`config.mk`:
```
export PLATFORM = sky130hd
export DESIGN_NAME = tdec_top
export DESIGN_NICKNAME = d
export VERILOG_FILES = /design/src/rtl/tdec_pkg.sv /design/src/rtl/tdec_counter.sv /design/src/rtl/tdec_regs.sv /design/src/rtl/tdec_top.sv
export SDC_FILE = /design/constraint.sdc
export NUM_CORES = 1
export LEC_CHECK = 0
export ABC_CLOCK_PERIOD_IN_PS = 2200
export CAP_MARGIN = 20
export CORE_MARGIN = 2
export CORE_UTILIZATION = 45
export DETAILED_ROUTE_END_ITERATION = 7
export PLACE_DENSITY = 0.77
export SLEW_MARGIN = 20
export SYNTH_ARGS = -nofsm -noshare
export SYNTH_HDL_FRONTEND = slang
export SYNTH_SLANG_ARGS = --single-unit
```
`constraint.sdc`:
```
create_clock -name clk -period 2.2 [get_ports clk]
set_clock_uncertainty 0.15 [all_clocks]
set_input_delay 0.44 -clock clk [delete_from_list [all_inputs] [get_ports clk]]
set_output_delay 0.44 -clock clk [all_outputs]
set_load 0.02 [all_outputs]
```
`src/rtl/tdec_pkg.sv`:
```
package tdec_pkg;
  typedef enum logic [1:0] {
    SEL_COUNT  = 2'd0,
    SEL_RELOAD = 2'd1,
    SEL_CTRL   = 2'd2,
    SEL_STAT   = 2'd3
  } tdec_sel_e;
endpackage

```
`src/rtl/tdec_counter.sv`:
```
module tdec_counter #(
  parameter int CNT_W = 32
) (
  input  logic             clk,
  input  logic             rst,
  input  logic             tick_i,
  input  logic             wr_i,
  input  logic [CNT_W-1:0] wr_data_i,
  input  logic             reload_en_i,
  input  logic [CNT_W-1:0] reload_val_i,
  output logic [CNT_W-1:0] count_o,
  output logic             expire_o
);
  localparam logic [CNT_W-1:0] ONE = CNT_W'(1);

  logic [CNT_W-1:0] cnt_q;
  logic             reload_take;

  always_comb begin
    expire_o    = tick_i && !wr_i && (cnt_q == ONE);
    reload_take = reload_en_i && (reload_val_i != '0);
  end

  always_ff @(posedge clk) begin
    if (rst) begin
      cnt_q <= '0;
    end else if (wr_i) begin
      cnt_q <= wr_data_i;
    end else if (expire_o) begin
      cnt_q <= reload_take ? reload_val_i : '0;
    end else if (tick_i && (cnt_q != '0)) begin
      cnt_q <= cnt_q - ONE;
    end
  end

  assign count_o = cnt_q;

  AST_DEC_BY_ONE: assert property (@(posedge clk) disable iff (rst)
    (tick_i && !wr_i && cnt_q > ONE) |=> (cnt_q == $past(cnt_q) - ONE));
  AST_IDLE_HOLD: assert property (@(posedge clk) disable iff (rst)
    (!tick_i && !wr_i) |=> $stable(cnt_q));
  AST_ZERO_STICKS: assert property (@(posedge clk) disable iff (rst)
    (cnt_q == '0 && !wr_i) |=> (cnt_q == '0));
  AST_RELOAD_LOAD: assert property (@(posedge clk) disable iff (rst)
    (expire_o && reload_en_i && reload_val_i != '0) |=> (cnt_q == $past(reload_val_i)));
  AST_WRITE_WINS: assert property (@(posedge clk) disable iff (rst)
    wr_i |=> (cnt_q == $past(wr_data_i)));
endmodule

```
`src/rtl/tdec_regs.sv`:
```
module tdec_regs
  import tdec_pkg::*;
#(
  parameter int CNT_W   = 32,
  parameter int IE_BIT  = 26,
  parameter int ARE_BIT = 22,
  parameter int EXP_BIT = 27
) (
  input  logic             clk,
  input  logic             rst,
  input  logic             wr_en,
  input  logic [1:0]       wr_sel,
  input  logic [CNT_W-1:0] wr_data,
  input  logic             expire_i,
  output logic [CNT_W-1:0] reload_o,
  output logic             reload_en_o,
  output logic             flag_o,
  output logic             irq_o
);
  logic             ie_q, are_q, flag_q, irq_q;
  logic             ie_n, are_n, flag_n, clr;
  logic [CNT_W-1:0] reload_q;

  always_comb begin
    ie_n  = ie_q;
    are_n = are_q;
    if (wr_en && wr_sel == SEL_CTRL) begin
      ie_n  = wr_data[IE_BIT];
      are_n = wr_data[ARE_BIT];
    end
    clr    = wr_en && (wr_sel == SEL_STAT) && wr_data[EXP_BIT];
    flag_n = (flag_q && !clr) || expire_i;
  end

  always_ff @(posedge clk) begin
    if (rst) begin
      ie_q     <= 1'b0;
      are_q    <= 1'b0;
      flag_q   <= 1'b0;
      irq_q    <= 1'b0;
      reload_q <= '0;
    end else begin
      ie_q   <= ie_n;
      are_q  <= are_n;
      flag_q <= flag_n;
      irq_q  <= flag_n && ie_n;
      if (wr_en && wr_sel == SEL_RELOAD) reload_q <= wr_data;
    end
  end

  assign reload_o    = reload_q;
  assign reload_en_o = are_q;
  assign flag_o      = flag_q;
  assign irq_o       = irq_q;

  AST_EXPIRY_SETS: assert property (@(posedge clk) disable iff (rst)
    expire_i |=> flag_q);
  AST_SET_BEATS_CLEAR: assert property (@(posedge clk) disable iff (rst)
    (expire_i && wr_en && wr_sel == SEL_STAT) |=> flag_q);
  AST_IRQ_LEVEL: assert property (@(posedge clk) disable iff (rst)
    irq_q == (flag_q && ie_q));
  AST_ZERO_WRITE_KEEPS: assert property (@(posedge clk) disable iff (rst)
    (flag_q && wr_en && wr_sel == SEL_STAT && !wr_data[EXP_BIT]) |=> flag_q);
endmodule

```
`src/rtl/tdec_top.sv`:
```
module tdec_top
  import tdec_pkg::*;
#(
  parameter int CNT_W   = 32,
  parameter int IE_BIT  = 26,
  parameter int ARE_BIT = 22,
  parameter int EXP_BIT = 27
) (
  input  logic             clk,
  input  logic             rst,
  input  logic             tick_en,
  input  logic             wr_en,
  input  logic [1:0]       wr_sel,
  input  logic [CNT_W-1:0] wr_data,
  output logic [CNT_W-1:0] count_o,
  output logic [CNT_W-1:0] status_o,
  output logic             irq_o
);
  logic             wr_cnt, expire, reload_en, flag;
  logic [CNT_W-1:0] reload_val;

  assign wr_cnt = wr_en && (wr_sel == SEL_COUNT);

  tdec_counter #(.CNT_W(CNT_W)) u_cnt (
    .clk(clk), .rst(rst), .tick_i(tick_en), .wr_i(wr_cnt), .wr_data_i(wr_data),
    .reload_en_i(reload_en), .reload_val_i(reload_val),
    .count_o(count_o), .expire_o(expire)
  );

  tdec_regs #(.CNT_W(CNT_W), .IE_BIT(IE_BIT), .ARE_BIT(ARE_BIT), .EXP_BIT(EXP_BIT)) u_regs (
    .clk(clk), .rst(rst), .wr_en(wr_en), .wr_sel(wr_sel), .wr_data(wr_data),
    .expire_i(expire), .reload_o(reload_val), .reload_en_o(reload_en),
    .flag_o(flag), .irq_o(irq_o)
  );

  always_comb begin
    status_o          = '0;
    status_o[EXP_BIT] = flag;
  end

  AST_NONCOUNT_WRITE: assert property (@(posedge clk) disable iff (rst)
    (wr_en && wr_sel != SEL_COUNT && !tick_en) |=> $stable(count_o));
endmodule

```
==> qor.yml, run 1 <==
grt:
  antenna_found_initial: 0
  grt_use_total_pct: 30.7
  gr-total-overflow: 0
  grt_pass1_vias: 4828
  grt_max_degree: 33
  grt_first_pass_wirelength_um: 24200
logic_synthesis:
  synth_warnings: 0
  synth_top_area_share_pct: 33.1
  syn_area_sq_um: 4120
  synth_xor_area_share_pct: 4.89
  muxShareOfSynthArea_pct: 0.486
  synth_top_family_by_area: "simple AND/OR/NAND/NOR gates"
  synth_ff_type: "dfxtp_1"
  postSynthRegisterBits: 68
  yosys.area_share.simple_pct: 28.6
  syn_area_per_cell_sq_um: 7.62
  synth_compound_area_share_pct: 22.0
  synthCells: 540
  synthAdderAreaFrac_pct: 0.608
  synth_sequential_area_ratio_pct: 33.1
  synth.distinct_cells: 57
  synth_most_common_cell: "nand2_1"
  synth_area_leaders: "dfxtp_1 (33%), nand2_1 (9.3%), a21oi_1 (8.6%), buf_4 (5.8%), nor2_1 (3.6%)"
  synth_edf_count: 0
  synth_common_cells: "nand2_1 (102), a21oi_1 (71), dfxtp_1 (68)"
  synth_async_sr_flop_share_pct: 0
  yosysTopAreaCell: "dfxtp_1"
sta:
  hold_violations: 0
  rsz0062_at_grt: "yes"
  setup_viol: 32
  max_freq_ghz: 0.393
  drv_slew: 0
  finalCritPeriodShare_pct: 116
  tns_ns: -5.13
  setup_ws_ns: -0.346
  finalCriticalPeriod_ns: 2.55
  tightest_slew_ns: 0.598
  max_slew_margin_pct: 59.7
outcome:
  status: "finished with violations"
  violations: "setup timing"
cells_and_area:
  fill_cells: 616
  layout.nets: 764
  layout-drive-gt1-share_pct: 35.8
  diodes: 0
  final_cells: 837
  syn2layout_area_growth_pct: 59.2
  fin_area_sq_um: 6560
power:
  p_seq_share_pct: 34.0
  p_sw_share_pct: 36.3
  peakVddDrop_v: 0.000380
  switchingPower_mw: 1.50
  clkPwrFrac_pct: 25.3
  p_total_mw: 4.12
  power_leakage_nw: 2.64
  power_density_nw_per_um2: 628
  p_int_mw: 2.62
  comb_power_share_pct: 40.7
clock_tree:
  clk_latency_ns: 0.36
  ctsHoldBuffers: 0
  cts_root_buf: "clkbuf_8"
  cts_buffers: 9
  clockBufferDepth: 2
  cts_sinks: 68
  cts_tree: "yes"
  clkTransAtPathRegs_ns: 0.09
  h-tree-depth: 3
floorplanning:
  die_x_um: 99.6
  core_area_sq_um: 8810
  num_rows: 34
  ios: 103
  start_util_pct: 46.7
  die_area_sq_um: 9930
  fp.dieH_um: 99.6
setup_path:
  start_kind: "flop"
  worstSetupPathType: "reg -> reg"
  r2r_end: "u_cnt.count_o[0]"
  r2r-start: "u_cnt.count_o[13]"
  cp-end-kind: "flop"
  rr_worst_depth: 8
  crit_path_max_fanout: 8
  critPathRequiredTime_ns: 2.29
  r2r_slack_ns: -0.35
  worstPathArrival_ns: 2.63
placed_design:
  io_buffer_count: 71
  dpl_cell_area_sq_um: 5610
  place.gp.congestion: 0.964
  hpwl_um: 10500
  place_inst: 794
job:
  cap_violations: 0
detailed_routing:
  first_iter_violations: 558
  ant_nets: 0
  drt-total-wl_um: 16600
  viasPerCell: 6.11
  drc: 0
  dr_total_vias: 5114
  wl_per_cell_um: 19.9
  dr.pass1.iters: 5
worst_hold_path:
  hold_class: "reg -> reg"
  worstHoldStart: "u_regs.reload_o[9]"
  hold_path_end: "u_regs.reload_o[9]"
  hold_depth: 2
==> state kept, by name, indices dropped and copies added, names as in the netlist <==
signal	count
u_cnt.count_o	32
u_regs.reload_o	32
u_regs.ie_q	1
u_regs.irq_o	1
u_regs.reload_en_o	1
u_regs.flag_o	1
==> power by group through the flow <==
stage          combinational [mW]  sequential, mW  clock [mW]
2_1_floorplan               0.657            1.49           0
3_3_place_gp                 1.33            1.40           0
3_5_place_dp                 1.35            1.41           0
4_1_cts                      1.49            1.39        1.03
5_1_grt                      1.76            1.41        1.09
6_report                     1.68            1.40        1.04
==> repair_timing <==
item,in CTS,in global routing
pin swaps,37,39
endpoints found under the setup margin,33,32
resized for setup,64,72
buffers inserted,17,9
gates cloned,2,1
hold endpoints to repair,0,0
==> routing by layer <==
| metal | part of all wire, % | track usage, % | wire (um) |
|---|---|---|---|
| met1 | 39 | 40.3 | 6460 |
| met2 | 47 | 49.7 | 7890 |
| met3 | 9.9 | 5.27 | 1650 |
| met4 | 3.7 | 13.4 | 612 |
| met5 | 0 | 0 | 0 |
==> placed cells by master (no fill, tap or decap), types with 11 or more instances in the layout <==
cell type / n
buf_6: 29
a21oi_1: 56
nor2_1: 38
nand2_1: 95
buf_4: 104
o21ai_0: 12
o31ai_1: 11
nor4_1: 15
dfxtp_2: 12
a21oi_2: 13
conb_1: 31
xor2_1: 15
clkdlybuf4s50_1: 67
dfxtp_1: 51
==> stage by stage <==
step                hold slack, ns  setup WS, ns  util [%]
floorplan                    0.289        -0.208         -
detailed placement           0.321        -0.533      63.7
CTS                          0.336        -0.121      70.1
global route                 0.356        -0.401      74.4
finish                       0.339        -0.346      74.4
global placement             0.315        -0.479      63.7
==> worst max-delay path, stage by stage, from the launching register on <==
cell and delay (ns):
dfxtp_2 0.34, nor4_4 0.28, buf_4 0.19, nand4_4 0.15
nor4b_4 0.47, o211a_4 0.30, buf_6 0.16, a21oi_1 0.07
o31ai_1 0.31
==> cells by family after synthesis <==
kind of cell,Yosys count
muxes,2
adders and majority gates,2
and+or+nand+nor,228
AOI/OAI and AO/OA,144
DFF,68
buffers and inverters,72
other,1
xor gates and xnor gates,23
==> layout make-up <==
class,count,area (sq um),area share [%]
tap,108,135,2.06
clock buffer,11,163,2.48
multi-input combinational,430,2870,43.8
timing repair buffer,211,1940,29.7
sequential,68,1400,21.3
inverter,4,15.0,0.229
clock inverter,5,33.8,0.515
==> worst max path at each step <==
stage,startpoint,end,slack (ns)
2_1_floorplan,u_cnt.count_o[20],u_cnt.count_o[29],-0.21
3_3_place_gp,wr_en,u_cnt.count_o[13],-0.48
3_5_place_dp,wr_en,u_cnt.count_o[5],-0.53
4_1_cts,u_cnt.count_o[16],u_cnt.count_o[29],-0.12
5_1_grt,u_cnt.count_o[13],u_cnt.count_o[0],-0.40
6_report,u_cnt.count_o[13],u_cnt.count_o[0],-0.35
No activity file was read; power rests on OpenSTA's default activity.
==> inputs of run 2 (changes only) <==
- SYNTH_HIERARCHICAL: unset -> 1
==> qor.yml, run 2 <==
power:
  p_sw_share_pct: 39.0  # was 36.3%
  switchingPower_mw: 2.08  # was 1.50 mW
  peakVddDrop_v: 0.000423  # was 0.000380 V
  p_seq_share_pct: 26.8  # was 34.0%
  clkPwrFrac_pct: 21.5  # was 25.3%
  power_leakage_nw: 2.59  # was 2.64 nW
  comb_power_share_pct: 51.7  # was 40.7%
  p_int_mw: 3.26  # was 2.62 mW
  power_density_nw_per_um2: 797  # was 628 nW/um^2
  p_total_mw: 5.34  # was 4.12 mW
cells_and_area:
  final_cells: 834  # was 837
  layout-drive-gt1-share_pct: 39.4  # was 35.8%
  syn2layout_area_growth_pct: 61.7  # was 59.2%
  final_common_cell: "buf_4"  # unchanged
  final_cell_mix: "buf_4 (116), nand2_1 (92), clkdlybuf4s50_1 (68), dfxtp_1 (54), conb_1 (31)"  # was buf_4 (104), nand2_1 (95), clkdlybuf4s50_1 (67), a21oi_1 (56), dfxtp_1 (51)
  fill_cells: 636  # was 616
  layout.nets: 758  # was 764
  diodes: 0  # unchanged
  fin_area_sq_um: 6700  # was 6560 sq um
  final_core_utilization_pct: 73.9  # was 74.4%
setup_path:
  cp_common_cell: "buf_4"
  critPathSlowestCell: "nor4_2"  # was nor4b_4
  rr_worst_depth: 9  # was 8
  crit_chain: "buf_4 > nor4_2 > nand4_1 > buf_4 > buf_4 > nor4_1 > xor2_1 > nand3_1 > a31oi_1"  # was nor4_4 > buf_4 > nand4_4 > nor4b_4 > o211a_4 > buf_6 > a21oi_1 > o31ai_1
  r2r-start: "u_cnt/count_o[4]"  # was u_cnt.count_o[13]
  cp-end-kind: "flop"  # unchanged
  worstPathArrival_ns: 2.80  # was 2.63 ns
  critPathRequiredTime_ns: 2.33  # was 2.29 ns
  crit_path_max_fanout: 8  # unchanged
  crit_start: "u_cnt/count_o[4]"  # was u_cnt.count_o[13]
  max_stage_delay_ns: 0.48  # was 0.47 ns
  worstSetupPathType: "reg -> reg"  # unchanged
  start_kind: "flop"  # unchanged
floorplanning:
  num_rows: 35  # was 34
  fp.dieH_um: 100  # was 99.6 um
  core_area_sq_um: 9060  # was 8810 sq um
  die_area_sq_um: 9990  # was 9930 sq um
  ios: 103  # unchanged
  start_util_pct: 45.7  # was 46.7%
  die_x_um: 100  # was 99.6 um
worst_hold_path:
  hold_depth: 2  # unchanged
  worstHoldStart: "u_regs/reload_o[25]"  # was u_regs.reload_o[9]
  hold_class: "reg -> reg"  # unchanged
clock_tree:
  clkTransAtPathRegs_ns: 0.09  # about the same
  h-tree-depth: 3  # unchanged
  cts_sinks: 68  # unchanged
  clk_latency_ns: 0.36  # about the same
  cts_root_buf: "clkbuf_8"  # unchanged
  clockBufferDepth: 2  # unchanged
  cts_buffers: 9  # unchanged
  cts_tree: "yes"  # unchanged
  ctsHoldBuffers: 0  # unchanged
logic_synthesis:
  synth_async_sr_flop_share_pct: 0  # unchanged
  synth_area_leaders: "dfxtp_1 (33%), nand2_1 (9.1%), buf_4 (6.7%), a21oi_1 (4.0%), a21oi_2 (3.8%)"  # was dfxtp_1 (33%), nand2_1 (9.3%), a21oi_1 (8.6%), buf_4 (5.8%), nor2_1 (3.6%)
  syn_area_sq_um: 4140  # was 4120 sq um
  synth_warnings: 6  # was 0
  synth_top_area_share_pct: 32.9  # was 33.1%
  synth_sequential_area_ratio_pct: 32.9  # was 33.1%
  yosysTopAreaCell: "dfxtp_1"  # unchanged
  postSynthRegisterBits: 68  # unchanged
  synth_most_common_cell: "nand2_1"  # unchanged
  synth.distinct_cells: 60  # was 57
  synth_ff_type: "dfxtp_1"  # unchanged
  synth_edf_count: 0  # unchanged
  synthCells: 527  # was 540
  synth_common_cells: "nand2_1 (100), dfxtp_1 (68), buf_4 (37)"  # was nand2_1 (102), a21oi_1 (71), dfxtp_1 (68)
  syn_area_per_cell_sq_um: 7.86  # was 7.62 sq um
sta:
  rsz0062_at_grt: "yes"  # unchanged
  tns_ns: -11.19  # was -5.13 ns
  setup_viol: 34  # was 32
  drv_slew: 0  # unchanged
  tightest_slew_ns: 0.517  # was 0.598 ns
  finalCriticalPeriod_ns: 2.67  # was 2.55 ns
  hold_violations: 0  # unchanged
  max_freq_ghz: 0.375  # was 0.393 GHz
  setup_ws_ns: -0.469  # was -0.346 ns
  hold_ws_ns: 0.332  # was 0.339 ns
  finalCritPeriodShare_pct: 121  # was 116%
  max_slew_margin_pct: 65.3  # was 59.7%
grt:
  gr-total-overflow: 0  # unchanged
  grt_max_degree: 34  # was 33
  grt_pass1_vias: 4584  # was 4828
  grt_first_pass_wirelength_um: 24500  # was 24200 um
  grt_use_total_pct: 31.5  # was 30.7%
  antenna_found_initial: 0  # unchanged
detailed_routing:
  dr_total_vias: 5118  # was 5114
  viasPerCell: 6.14  # was 6.11
  dr.pass1.iters: 5  # unchanged
  ant_nets: 0  # unchanged
  drt-total-wl_um: 17000  # was 16600 um
  first_iter_violations: 690  # was 558
  wl_per_cell_um: 20.4  # was 19.9 um
  drc: 0  # unchanged
placed_design:
  pre_cts_ws_ns: -0.780  # was -0.533 ns
  place.gp.congestion: 1.02  # was 0.964
  io_buffer_count: 71  # unchanged
  dpl_cell_area_sq_um: 5880  # was 5610 sq um
  hpwl_um: 11500  # was 10500 um
  place_inst: 798  # was 794
outcome:
  status: "finished with violations"  # unchanged
  violations: "setup timing"  # unchanged
job:
  cap_violations: 0  # unchanged
## run 2: critical path, delay by kind of cell, from the launching register on
family          cells  cell delay (ns)
flops               1             0.35
xor+xnor            1             0.22
buf+inv             3             0.53
simple gates        4             1.14
compound gates      1             0.22
## run 2: final cells by class
cell class | instances | area [sq um] | share of cell area (%)
sequential | 68 | 1390 | 20.8
clock inverter | 3 | 23.8 | 0.355
tap | 111 | 139 | 2.07
clock buffer | 13 | 201 | 3.01
multi-input combinational | 406 | 2900 | 43.3
inverter | 17 | 66.3 | 0.990
timing repair buffer | 216 | 1980 | 29.5
## run 2: per-layer routing
metal,track usage [%],wire length (um),vias to the layer above
met5,0,0,-
li1,-,-,2243
met4,11.9,721,0
met2,49.0,7800,415
met3,6.82,1910,86
met1,43.0,6540,2374
## run 2: power by group through the flow
stage / clock network (mW) / logic [mW] / registers (mW)
2_1_floorplan: 0 / 1.19 / 1.60
3_3_place_gp: 0 / 2.33 / 1.44
3_5_place_dp: 0 / 2.37 / 1.45
4_1_cts: 1.14 / 2.49 / 1.42
5_1_grt: 1.19 / 2.89 / 1.44
6_report: 1.15 / 2.76 / 1.43
## run 2: timing repair
action / CTS / global route
cloned: 0 / 1
setup endpoints to repair: 35 / 34
resized for setup: 37 / 69
buffers inserted: 8 / 13
pin swaps: 22 / 41
endpoints found under the hold margin: 0 / 0
## run 2: worst paths after layout
check | end | slack, ns
setup / recovery | u_cnt/count_o[26] | -0.47
setup reg to reg | u_cnt/count_o[26] | -0.47
hold reg to reg | u_regs/reload_o[25] | 0.33
hold / removal | u_regs/reload_o[25] | 0.33
## run 2: kinds of logic (layout without fill, tap and decap cells)
family          after synthesis  in the layout  share of synthesized area [%]
other cells                   1             31                         0.0905
mux                           4              4                          0.966
fa+ha+maj                     2              2                          0.604
buf+inv                      83            249                           11.7
xor+xnor                      7              7                           1.48
flops                        68             68                           32.9
compound gates              137            137                           24.0
simple gates                225            225                           28.3
